[config.mk]
export PLATFORM = sky130hd
export DESIGN_NAME = adc_cmd_engine
export DESIGN_NICKNAME = d
export VERILOG_FILES = /design/src/rtl/adc_eng_pkg.sv /design/src/rtl/adc_eng_timer.sv /design/src/rtl/adc_eng_shift.sv /design/src/rtl/adc_cmd_engine.sv
export SDC_FILE = /design/constraint.sdc
export NUM_CORES = 1
export LEC_CHECK = 0
export BUFFER_PORTS_ARGS = -buffer_cell sky130_fd_sc_hd__buf_2
export CORE_ASPECT_RATIO = 1.75
export CORE_UTILIZATION = 25
export CTS_CLUSTER_DIAMETER = 50
export CTS_CLUSTER_SIZE = 16
export DETAILED_ROUTE_END_ITERATION = 7
export GPL_TIMING_DRIVEN = 0
export HOLD_SLACK_MARGIN = 0.02
export SYNTH_ARGS = -nofsm -noshare
export SYNTH_HDL_FRONTEND = slang
export SYNTH_SLANG_ARGS = --single-unit
export TNS_END_PERCENT = 20
[constraint.sdc]
create_clock -name clk_i -period 2.3 [get_ports clk_i]
set_clock_uncertainty 0.15 [all_clocks]
set_input_delay 0.345 -clock clk_i [delete_from_list [all_inputs] [get_ports clk_i]]
set_output_delay 0.345 -clock clk_i [all_outputs]
set_load 0.02 [all_outputs]
[src/rtl/adc_eng_pkg.sv]
`timescale 1ns/1ps
package adc_eng_pkg;
  typedef enum logic [3:0] {
    OP_WAKE = 4'd0, OP_STBY = 4'd1, OP_RESET = 4'd2, OP_START = 4'd3,
    OP_STOP = 4'd4, OP_CONT_ON = 4'd5, OP_CONT_OFF = 4'd6, OP_READ_DATA = 4'd7,
    OP_REG_RD = 4'd8, OP_REG_WR = 4'd9
  } op_e;

  typedef enum logic [2:0] {
    ST_PULSE, ST_SETTLE, ST_IDLE, ST_START, ST_SHIFT, ST_GUARD, ST_RWAIT, ST_FINISH
  } st_e;

  localparam logic [7:0] OPC_CONT_OFF = 8'h11;
  localparam logic [7:0] OPC_REG_RD   = 8'h20;
  localparam logic [7:0] OPC_REG_WR   = 8'h40;
  localparam logic [4:0] FAM_STD      = 5'b10010;
  localparam logic [4:0] FAM_EXT      = 5'b11010;

  function automatic logic [7:0] op_code(input logic [3:0] op);
    case (op)
      OP_WAKE:      return 8'h02;
      OP_STBY:      return 8'h04;
      OP_RESET:     return 8'h06;
      OP_START:     return 8'h08;
      OP_STOP:      return 8'h0A;
      OP_CONT_ON:   return 8'h10;
      OP_CONT_OFF:  return OPC_CONT_OFF;
      OP_READ_DATA: return 8'h12;
      OP_REG_RD:    return OPC_REG_RD;
      OP_REG_WR:    return OPC_REG_WR;
      default:      return 8'h00;
    endcase
  endfunction
endpackage

[src/rtl/adc_eng_timer.sv]
`timescale 1ns/1ps
module adc_eng_timer #(
  parameter int unsigned W    = 8,
  parameter int unsigned INIT = 1
) (
  input  logic         clk_i,
  input  logic         rst_ni,
  input  logic         load_i,
  input  logic [W-1:0] val_i,
  output logic         expire_o
);
  logic [W-1:0] cnt_q;
  logic         run_q;
  logic         exp_q;

  // counts val_i cycles after load, then pulses expire_o
  always_ff @(posedge clk_i or negedge rst_ni) begin
    if (!rst_ni) begin
      cnt_q <= W'(INIT);
      run_q <= (INIT != 0);
      exp_q <= 1'b0;
    end else begin
      exp_q <= 1'b0;
      if (load_i) begin
        cnt_q <= val_i;
        run_q <= 1'b1;
      end else if (run_q) begin
        if (cnt_q <= W'(1)) begin
          run_q <= 1'b0;
          exp_q <= 1'b1;
        end else begin
          cnt_q <= cnt_q - W'(1);
        end
      end
    end
  end

  assign expire_o = exp_q;

  p_no_expire_idle_r8: assert property (@(posedge clk_i) disable iff (!rst_ni)
    expire_o |-> !$past(expire_o));
endmodule

[src/rtl/adc_eng_shift.sv]
`timescale 1ns/1ps
module adc_eng_shift #(
  parameter int unsigned HALF = 2
) (
  input  logic       clk_i,
  input  logic       rst_ni,
  input  logic       start_i,
  input  logic [7:0] tx_i,
  input  logic       miso_i,
  output logic       sclk_o,
  output logic       mosi_o,
  output logic       done_o,
  output logic [7:0] rx_o
);
  localparam int unsigned DIV_W = (HALF > 1) ? $clog2(HALF) : 1;

  logic             act_q;
  logic [DIV_W-1:0] div_q;
  logic [3:0]       half_q;
  logic [7:0]       tx_sh, rx_sh, rx_q;
  logic             sclk_q, mosi_q, done_q;

  always_ff @(posedge clk_i or negedge rst_ni) begin
    if (!rst_ni) begin
      act_q <= 1'b0; div_q <= '0; half_q <= '0;
      tx_sh <= '0; rx_sh <= '0; rx_q <= '0;
      sclk_q <= 1'b0; mosi_q <= 1'b0; done_q <= 1'b0;
    end else begin
      done_q <= 1'b0;
      if (start_i) begin
        act_q  <= 1'b1;
        div_q  <= '0;
        half_q <= '0;
        tx_sh  <= tx_i;
      end else if (act_q) begin
        if (div_q == DIV_W'(HALF - 1)) begin
          div_q  <= '0;
          half_q <= half_q + 4'd1;
          if (!half_q[0]) begin
            // leading edge: present next bit
            sclk_q <= 1'b1;
            mosi_q <= tx_sh[7];
            tx_sh  <= {tx_sh[6:0], 1'b0};
          end else begin
            // trailing edge: capture
            sclk_q <= 1'b0;
            rx_sh  <= {rx_sh[6:0], miso_i};
            if (half_q == 4'd15) begin
              act_q  <= 1'b0;
              done_q <= 1'b1;
              rx_q   <= {rx_sh[6:0], miso_i};
            end
          end
        end else begin
          div_q <= div_q + DIV_W'(1);
        end
      end
    end
  end

  assign sclk_o = sclk_q;
  assign mosi_o = mosi_q;
  assign done_o = done_q;
  assign rx_o   = rx_q;

  p_mosi_hold_r7: assert property (@(posedge clk_i) disable iff (!rst_ni)
    (sclk_o && $past(sclk_o)) |-> $stable(mosi_o));
  p_done_sclk_low_r7: assert property (@(posedge clk_i) disable iff (!rst_ni)
    done_o |-> !sclk_o);
endmodule

[src/rtl/adc_cmd_engine.sv]
`timescale 1ns/1ps
module adc_cmd_engine
  import adc_eng_pkg::*;
#(
  parameter int unsigned SCLK_HALF   = 2,
  parameter int unsigned MCLK_DIV    = 4,
  parameter int unsigned GUARD_MCLK  = 4,
  parameter int unsigned SETTLE_MCLK = 18,
  parameter int unsigned PULSE_MCLK  = 2,
  parameter logic [7:0]  MAX_ADDR    = 8'h19
) (
  input  logic       clk_i,
  input  logic       rst_ni,
  input  logic       req_valid_i,
  input  logic [3:0] req_op_i,
  input  logic [7:0] req_addr_i,
  input  logic [7:0] req_wdata_i,
  output logic       busy_o,
  output logic       done_o,
  output logic       err_o,
  output logic [7:0] rdata_o,
  output logic       init_done_o,
  output logic       id_fail_o,
  output logic       family_ext_o,
  output logic [4:0] chan_count_o,
  output logic       adc_rst_no,
  output logic       sclk_o,
  output logic       mosi_o,
  output logic       cs_no,
  input  logic       miso_i
);
  localparam int unsigned GUARD_CYC  = GUARD_MCLK * MCLK_DIV;
  localparam int unsigned SETTLE_CYC = SETTLE_MCLK * MCLK_DIV;
  localparam int unsigned PULSE_CYC  = PULSE_MCLK * MCLK_DIV;
  localparam int unsigned TMR_MAX    = (GUARD_CYC > SETTLE_CYC)
                                     ? ((GUARD_CYC > PULSE_CYC) ? GUARD_CYC : PULSE_CYC)
                                     : ((SETTLE_CYC > PULSE_CYC) ? SETTLE_CYC : PULSE_CYC);
  localparam int unsigned TMR_W      = $clog2(TMR_MAX + 1);

  st_e        state;
  logic       cs_q, arst_q, in_boot, boot_id;
  logic [1:0] byte_idx, last_idx;
  logic [7:0] cmd_q, wdat_q, rdata_q;
  logic       is_read, is_rst;
  logic       done_q, err_q, init_q, id_fail_q, fam_ext_q;
  logic [4:0] chan_q;

  logic             tmr_load, tmr_exp;
  logic [TMR_W-1:0] tmr_val;
  logic             bx_start, bx_done;
  logic [7:0]       bx_tx, bx_rx;

  logic is_reg_op, req_ok;
  assign is_reg_op = (req_op_i == OP_REG_RD) || (req_op_i == OP_REG_WR);
  assign req_ok    = (req_op_i <= OP_REG_WR) && (!is_reg_op || (req_addr_i <= MAX_ADDR));

  always_comb begin
    tmr_load = 1'b0;
    tmr_val  = TMR_W'(GUARD_CYC);
    if (state == ST_PULSE && tmr_exp) begin
      tmr_load = 1'b1;
      tmr_val  = TMR_W'(SETTLE_CYC);
    end else if (state == ST_SHIFT && bx_done && byte_idx == last_idx) begin
      tmr_load = 1'b1;
    end else if (state == ST_GUARD && tmr_exp && is_rst) begin
      tmr_load = 1'b1;
      tmr_val  = TMR_W'(SETTLE_CYC);
    end
  end

  assign bx_start = (state == ST_START);
  assign bx_tx    = (byte_idx == 2'd0) ? cmd_q : (byte_idx == 2'd1) ? 8'h00 : wdat_q;

  always_ff @(posedge clk_i or negedge rst_ni) begin
    if (!rst_ni) begin
      state <= ST_PULSE; cs_q <= 1'b1; arst_q <= 1'b0;
      in_boot <= 1'b1; boot_id <= 1'b0;
      byte_idx <= '0; last_idx <= '0; cmd_q <= '0; wdat_q <= '0; rdata_q <= '0;
      is_read <= 1'b0; is_rst <= 1'b0;
      done_q <= 1'b0; err_q <= 1'b0; init_q <= 1'b0;
      id_fail_q <= 1'b0; fam_ext_q <= 1'b0; chan_q <= '0;
    end else begin
      done_q <= 1'b0;
      err_q  <= 1'b0;
      case (state)
        ST_PULSE: if (tmr_exp) begin
          arst_q <= 1'b1;
          state  <= ST_SETTLE;
        end
        ST_SETTLE: if (tmr_exp) begin
          cmd_q <= OPC_CONT_OFF; last_idx <= 2'd0; byte_idx <= 2'd0;
          is_read <= 1'b0; is_rst <= 1'b0;
          state <= ST_START;
        end
        ST_IDLE: if (req_valid_i) begin
          if (!req_ok) begin
            err_q <= 1'b1;
          end else begin
            cmd_q    <= op_code(req_op_i) | (is_reg_op ? req_addr_i : 8'h00);
            wdat_q   <= (req_op_i == OP_REG_WR) ? req_wdata_i : 8'h00;
            last_idx <= is_reg_op ? 2'd2 : 2'd0;
            byte_idx <= 2'd0;
            is_read  <= (req_op_i == OP_REG_RD);
            is_rst   <= (req_op_i == OP_RESET);
            state    <= ST_START;
          end
        end
        ST_START: begin
          cs_q  <= 1'b0;
          state <= ST_SHIFT;
        end
        ST_SHIFT: if (bx_done) begin
          if (byte_idx == last_idx) begin
            if (is_read) rdata_q <= bx_rx;
            state <= ST_GUARD;
          end else begin
            byte_idx <= byte_idx + 2'd1;
            state    <= ST_START;
          end
        end
        ST_GUARD: if (tmr_exp) begin
          cs_q  <= 1'b1;
          state <= is_rst ? ST_RWAIT : ST_FINISH;
        end
        ST_RWAIT: if (tmr_exp) state <= ST_FINISH;
        ST_FINISH: begin
          if (in_boot) begin
            if (!boot_id) begin
              boot_id <= 1'b1;
              cmd_q <= OPC_REG_RD; wdat_q <= 8'h00;
              last_idx <= 2'd2; byte_idx <= 2'd0;
              is_read <= 1'b1; is_rst <= 1'b0;
              state <= ST_START;
            end else begin
              in_boot   <= 1'b0;
              init_q    <= 1'b1;
              fam_ext_q <= (rdata_q[7:3] == FAM_EXT);
              id_fail_q <= (rdata_q[7:3] != FAM_STD) && (rdata_q[7:3] != FAM_EXT);
              chan_q    <= 5'd4 + {1'b0, rdata_q[2:0], 1'b0};
              state     <= ST_IDLE;
            end
          end else begin
            done_q <= 1'b1;
            state  <= ST_IDLE;
          end
        end
        default: state <= ST_IDLE;
      endcase
    end
  end

  adc_eng_timer #(.W(TMR_W), .INIT(PULSE_CYC)) i_timer (
    .clk_i(clk_i), .rst_ni(rst_ni), .load_i(tmr_load), .val_i(tmr_val), .expire_o(tmr_exp)
  );

  adc_eng_shift #(.HALF(SCLK_HALF)) i_shift (
    .clk_i(clk_i), .rst_ni(rst_ni), .start_i(bx_start), .tx_i(bx_tx), .miso_i(miso_i),
    .sclk_o(sclk_o), .mosi_o(mosi_o), .done_o(bx_done), .rx_o(bx_rx)
  );

  assign busy_o       = (state != ST_IDLE);
  assign done_o       = done_q;
  assign err_o        = err_q;
  assign rdata_o      = rdata_q;
  assign init_done_o  = init_q;
  assign id_fail_o    = id_fail_q;
  assign family_ext_o = fam_ext_q;
  assign chan_count_o = chan_q;
  assign adc_rst_no   = arst_q;
  assign cs_no        = cs_q;

  p_sclk_in_frame_r7: assert property (@(posedge clk_i) disable iff (!rst_ni)
    sclk_o |-> !cs_no);
  p_frame_busy_r10: assert property (@(posedge clk_i) disable iff (!rst_ni)
    !cs_no |-> busy_o);
  p_done_ends_busy_r10: assert property (@(posedge clk_i) disable iff (!rst_ni)
    done_o |-> ($past(busy_o) && !busy_o));
  p_reject_quiet_r11: assert property (@(posedge clk_i) disable iff (!rst_ni)
    (!busy_o && req_valid_i && !req_ok) |=> (err_o && !busy_o && cs_no));
  p_rst_pin_quiet_r1: assert property (@(posedge clk_i) disable iff (!rst_ni)
    !adc_rst_no |-> (cs_no && !init_done_o));
  p_init_before_req_r2: assert property (@(posedge clk_i) disable iff (!rst_ni)
    done_o |-> init_done_o);
endmodule

==> results_dict.tcl <==
set metrics [dict create \
    rsz0062_at_grt "no" \
    overflow 0 \
    netlist_instances 378 \
    synth-xor-area-share 0.0171 \
    critPathSlowestCell "nor3b_4" \
    synth_area_leaders "dfrtp_1 50%, mux2_2 10%, o21ai_0 4.0%" \
    h-tree-depth 3 \
    routed.top_layer "met4" \
    synth_compound_area_frac 0.123 \
    swShare 0.240 \
    crit_arrival_ps 2260 \
    first_pass_iters 4 \
    synthTopCellsByCount "82 x dfrtp_1, 41 x nand2_1, 37 x mux2_2" \
    ys_seq_elements 86 \
    grt_max_degree 70 \
    final_nets 473 \
    startpoint_type "register" \
    route.detailed.drc 0 \
    path_common_cell "buf_4" \
    synthSimpleGateAreaFrac 0.139 \
    clk_pin_slew_ps 70 \
    drv_cap 0 \
    hold_path.class "in -> reg" \
    fmax_ghz 0.459 \
    ys.flop_type "dfrtp_1" \
    vias 2946 \
    ys_async_sr_fraction 1.00 \
    clock_power_share 0.469 \
    final_area_mm2 0.00493 \
    wl_met1_mm 3.27 \
    worst_slew_pin_slew_ps 650 \
    area_growth_pct 20.4 \
    clock_path_buffers 2 \
    rows 61 \
    avgSynthCellArea_um2 10.8 \
    viasPerCell 4.66 \
    portBuffers 45 \
    synth_top_area_share 0.501 \
    final_max_slew_viol_count 0 \
    post-route-util 0.309 \
    drt_iter0_markers 174 \
    netlist.top_cell.by_area "dfrtp_1" \
    drive_above_1_share 0.280 \
    place_worst_setup_slack_ps -200 \
    slew_headroom 0.565 \
    die_h_um 171 \
    die_w_um 98.8 \
    ys.warnings.count 0 \
    setup.worst_path.end_class "register" \
    path_max_fanout 10 \
    wl_per_cell_um 13.9 \
    wl_met3_um 257 \
    finalCriticalPeriod_ps 2180 \
    p_seq_frac 0.498 \
    fin_crit_sh 0.946 \
    initial_core_util 0.257 \
    grt_pass1_vias 3069 \
    wirelength_mm 8.81 \
    internal-power_mw 2.32 \
    p_leak_nw 2.42 \
    syn_nets 413 \
    setup_ws_ps 123 \
    netlist_area_mm2 0.00410 \
    ys_types 50 \
    synth_seq_area_share 0.526 \
    grt_use_total 0.113 \
    synthMuxAreaShare 0.124 \
    final_hold_viol_count 0 \
    synth_edf_count 0 \
    setup_violations 0 \
    path_class "reg -> reg" \
    outcome "finished clean" \
    root_buffer "clkbuf_16" \
    vdd.ir_drop.worst_mv 0.342 \
    coreArea_mm2 0.0160 \
    antenna_cells 0 \
    grt_pass1_wl_mm 14.7 \
    grt_antenna_before_repair 0 \
    p_sw_uw 732 \
    cp_cell_sequence "buf_4, nor3b_4, o21ai_0, nand2_1, buf_4, mux2_2" \
    ios 47 \
    place_hpwl_mm 6.66 \
    clock-sinks 86 \
    cts_tree "built" \
    yosysMostFrequentCell "dfrtp_1" \
    synth_top_family_by_area "simple AND/OR/NAND/NOR gates" \
    required_ps 2380 \
    max_stage_delay_ps 360 \
    post_dp_cell_area_mm2 0.00459 \
    dieArea_mm2 0.0169 \
    ant_nets 0 \
    dr_wl_met2_mm 5.04 \
    cts_buffers 9 \
    synth_fa_ha_area_frac 0.0336 \
    place_congestion 0.797 \
    power_density_mw_per_mm2 619 \
    power_frac_comb 0.033 \
    clock_latency_ps 340 \
]
[per-layer routing]
layer / GRT usage / up-vias
met1: 0.108 / 1450
met5: 0 / -
li1: - / 1440
met4: 0.0526 / 0
met3: 0.0309 / 16
met2: 0.219 / 40
[registers in the layout (all words and copies together), names as in the netlist, 2 cells and up]
register / flops
chan_count_o: 4
i_shift.rx_o: 8
wdat_q: 8
cmd_q: 8
i_timer.cnt_q: 7
byte_idx: 2
i_shift.half_q: 4
rdata_o: 8
i_shift.tx_sh: 8
state: 3
i_shift.rx_sh: 7
[power groups by stage]
| stage | sequential [mW] | clock, mW | combinational (mW) |
|---|---|---|---|
| global placement | 1.55 | 0 | 0.0950 |
| global route | 1.52 | 1.53 | 0.117 |
| detailed placement | 1.55 | 0 | 0.104 |
| finish | 1.52 | 1.43 | 0.102 |
| CTS | 1.52 | 1.47 | 0.105 |
| floorplan | 1.55 | 0 | 0.0333 |
[what timing repair did]
action | CTS | global route
hold buffers | 1 | 0
resized for setup | 0 | 4
endpoints found under the setup margin | 5 | 27
pin swaps | 0 | 1
buffers inserted | 0 | 2
hold endpoints to repair | 17 | 0
[per-stage QoR]
| stage | hold WS [ps] | TNS, ps | total power, mW | instances |
|---|---|---|---|---|
| global placement | 293 | -2690 | 1.64 | 612 |
| global route | 81.9 | 0 | 3.17 | 632 |
| floorplan | -101 | 0 | 1.58 | 378 |
| finish | 83.1 | 0 | 3.05 | 632 |
| CTS | 75.8 | -35.3 | 3.10 | 630 |
| detailed placement | 89.6 | -3180 | 1.65 | 613 |
[critical path: cells and delay by family, from the launching register on]
kind | cells | cell delay (ps)
simple gates | 2 | 530
buf+inv | 2 | 360
flops | 1 | 340
mux | 1 | 350
compound gates | 1 | 320
[worst paths after layout]
path,start,endpoint,slack (ps),cells after the start
max,state[1]$_DFFE_PN0P_,is_read$_DFFE_PN0P_,120,6
min,req_wdata_i[1],wdat_q[1]$_DFFE_PN0P_,80,3
max reg2reg,state[1]$_DFFE_PN0P_,is_read$_DFFE_PN0P_,120,6
min reg2reg,adc_rst_no$_DFFE_PN0P_,adc_rst_no$_DFFE_PN0P_,310,1
max in group asynchronous,rst_ni,cs_no$_DFFE_PN1P_,1070,3
min in group asynchronous,rst_ni,i_shift.rx_o[0]$_DFFE_PN0P_,260,2
[layout make-up]
class	count	area, um2
Tap cell	189	236
Inverter	19	71.3
Multi-Input combinational cell	260	1810
Clock buffer	9	225
Buffer	13	77.6
Sequential cell	86	2160
Clock inverter	7	72.6
Fill cell	1593	11000
Timing Repair Buffer	49	280
[cell families (layout without fill, tap and decap cells)]
| group | Yosys count | count (layout) |
|---|---|---|
| AND/OR/NAND/NOR | 113 | 113 |
| flip-flops | 86 | 86 |
| AO/OA/AOI/OAI | 81 | 81 |
| multiplexers | 46 | 46 |
| buffers and inverters | 32 | 97 |
| adder cells (fa/ha/maj) | 11 | 11 |
| XOR/XNOR | 8 | 8 |
| other | 1 | 1 |
[cells in the final DEF, fill, tap and decap left out, types with 5 or more instances in the layout]
cell type / n
dfrtp_1: 82
buf_2: 46
nand2_1: 41
mux2_2: 37
o21ai_0: 33
nor2_1: 24
inv_1: 19
a21oi_1: 16
ha_1: 11
nand3_1: 9
mux2i_1: 9
clkbuf_16: 9
nand2b_1: 7
buf_4: 6
clkbuf_1: 6
xor2_1: 6
a221o_1: 6
nor2b_1: 5
(Power assumes the default switching activity.)
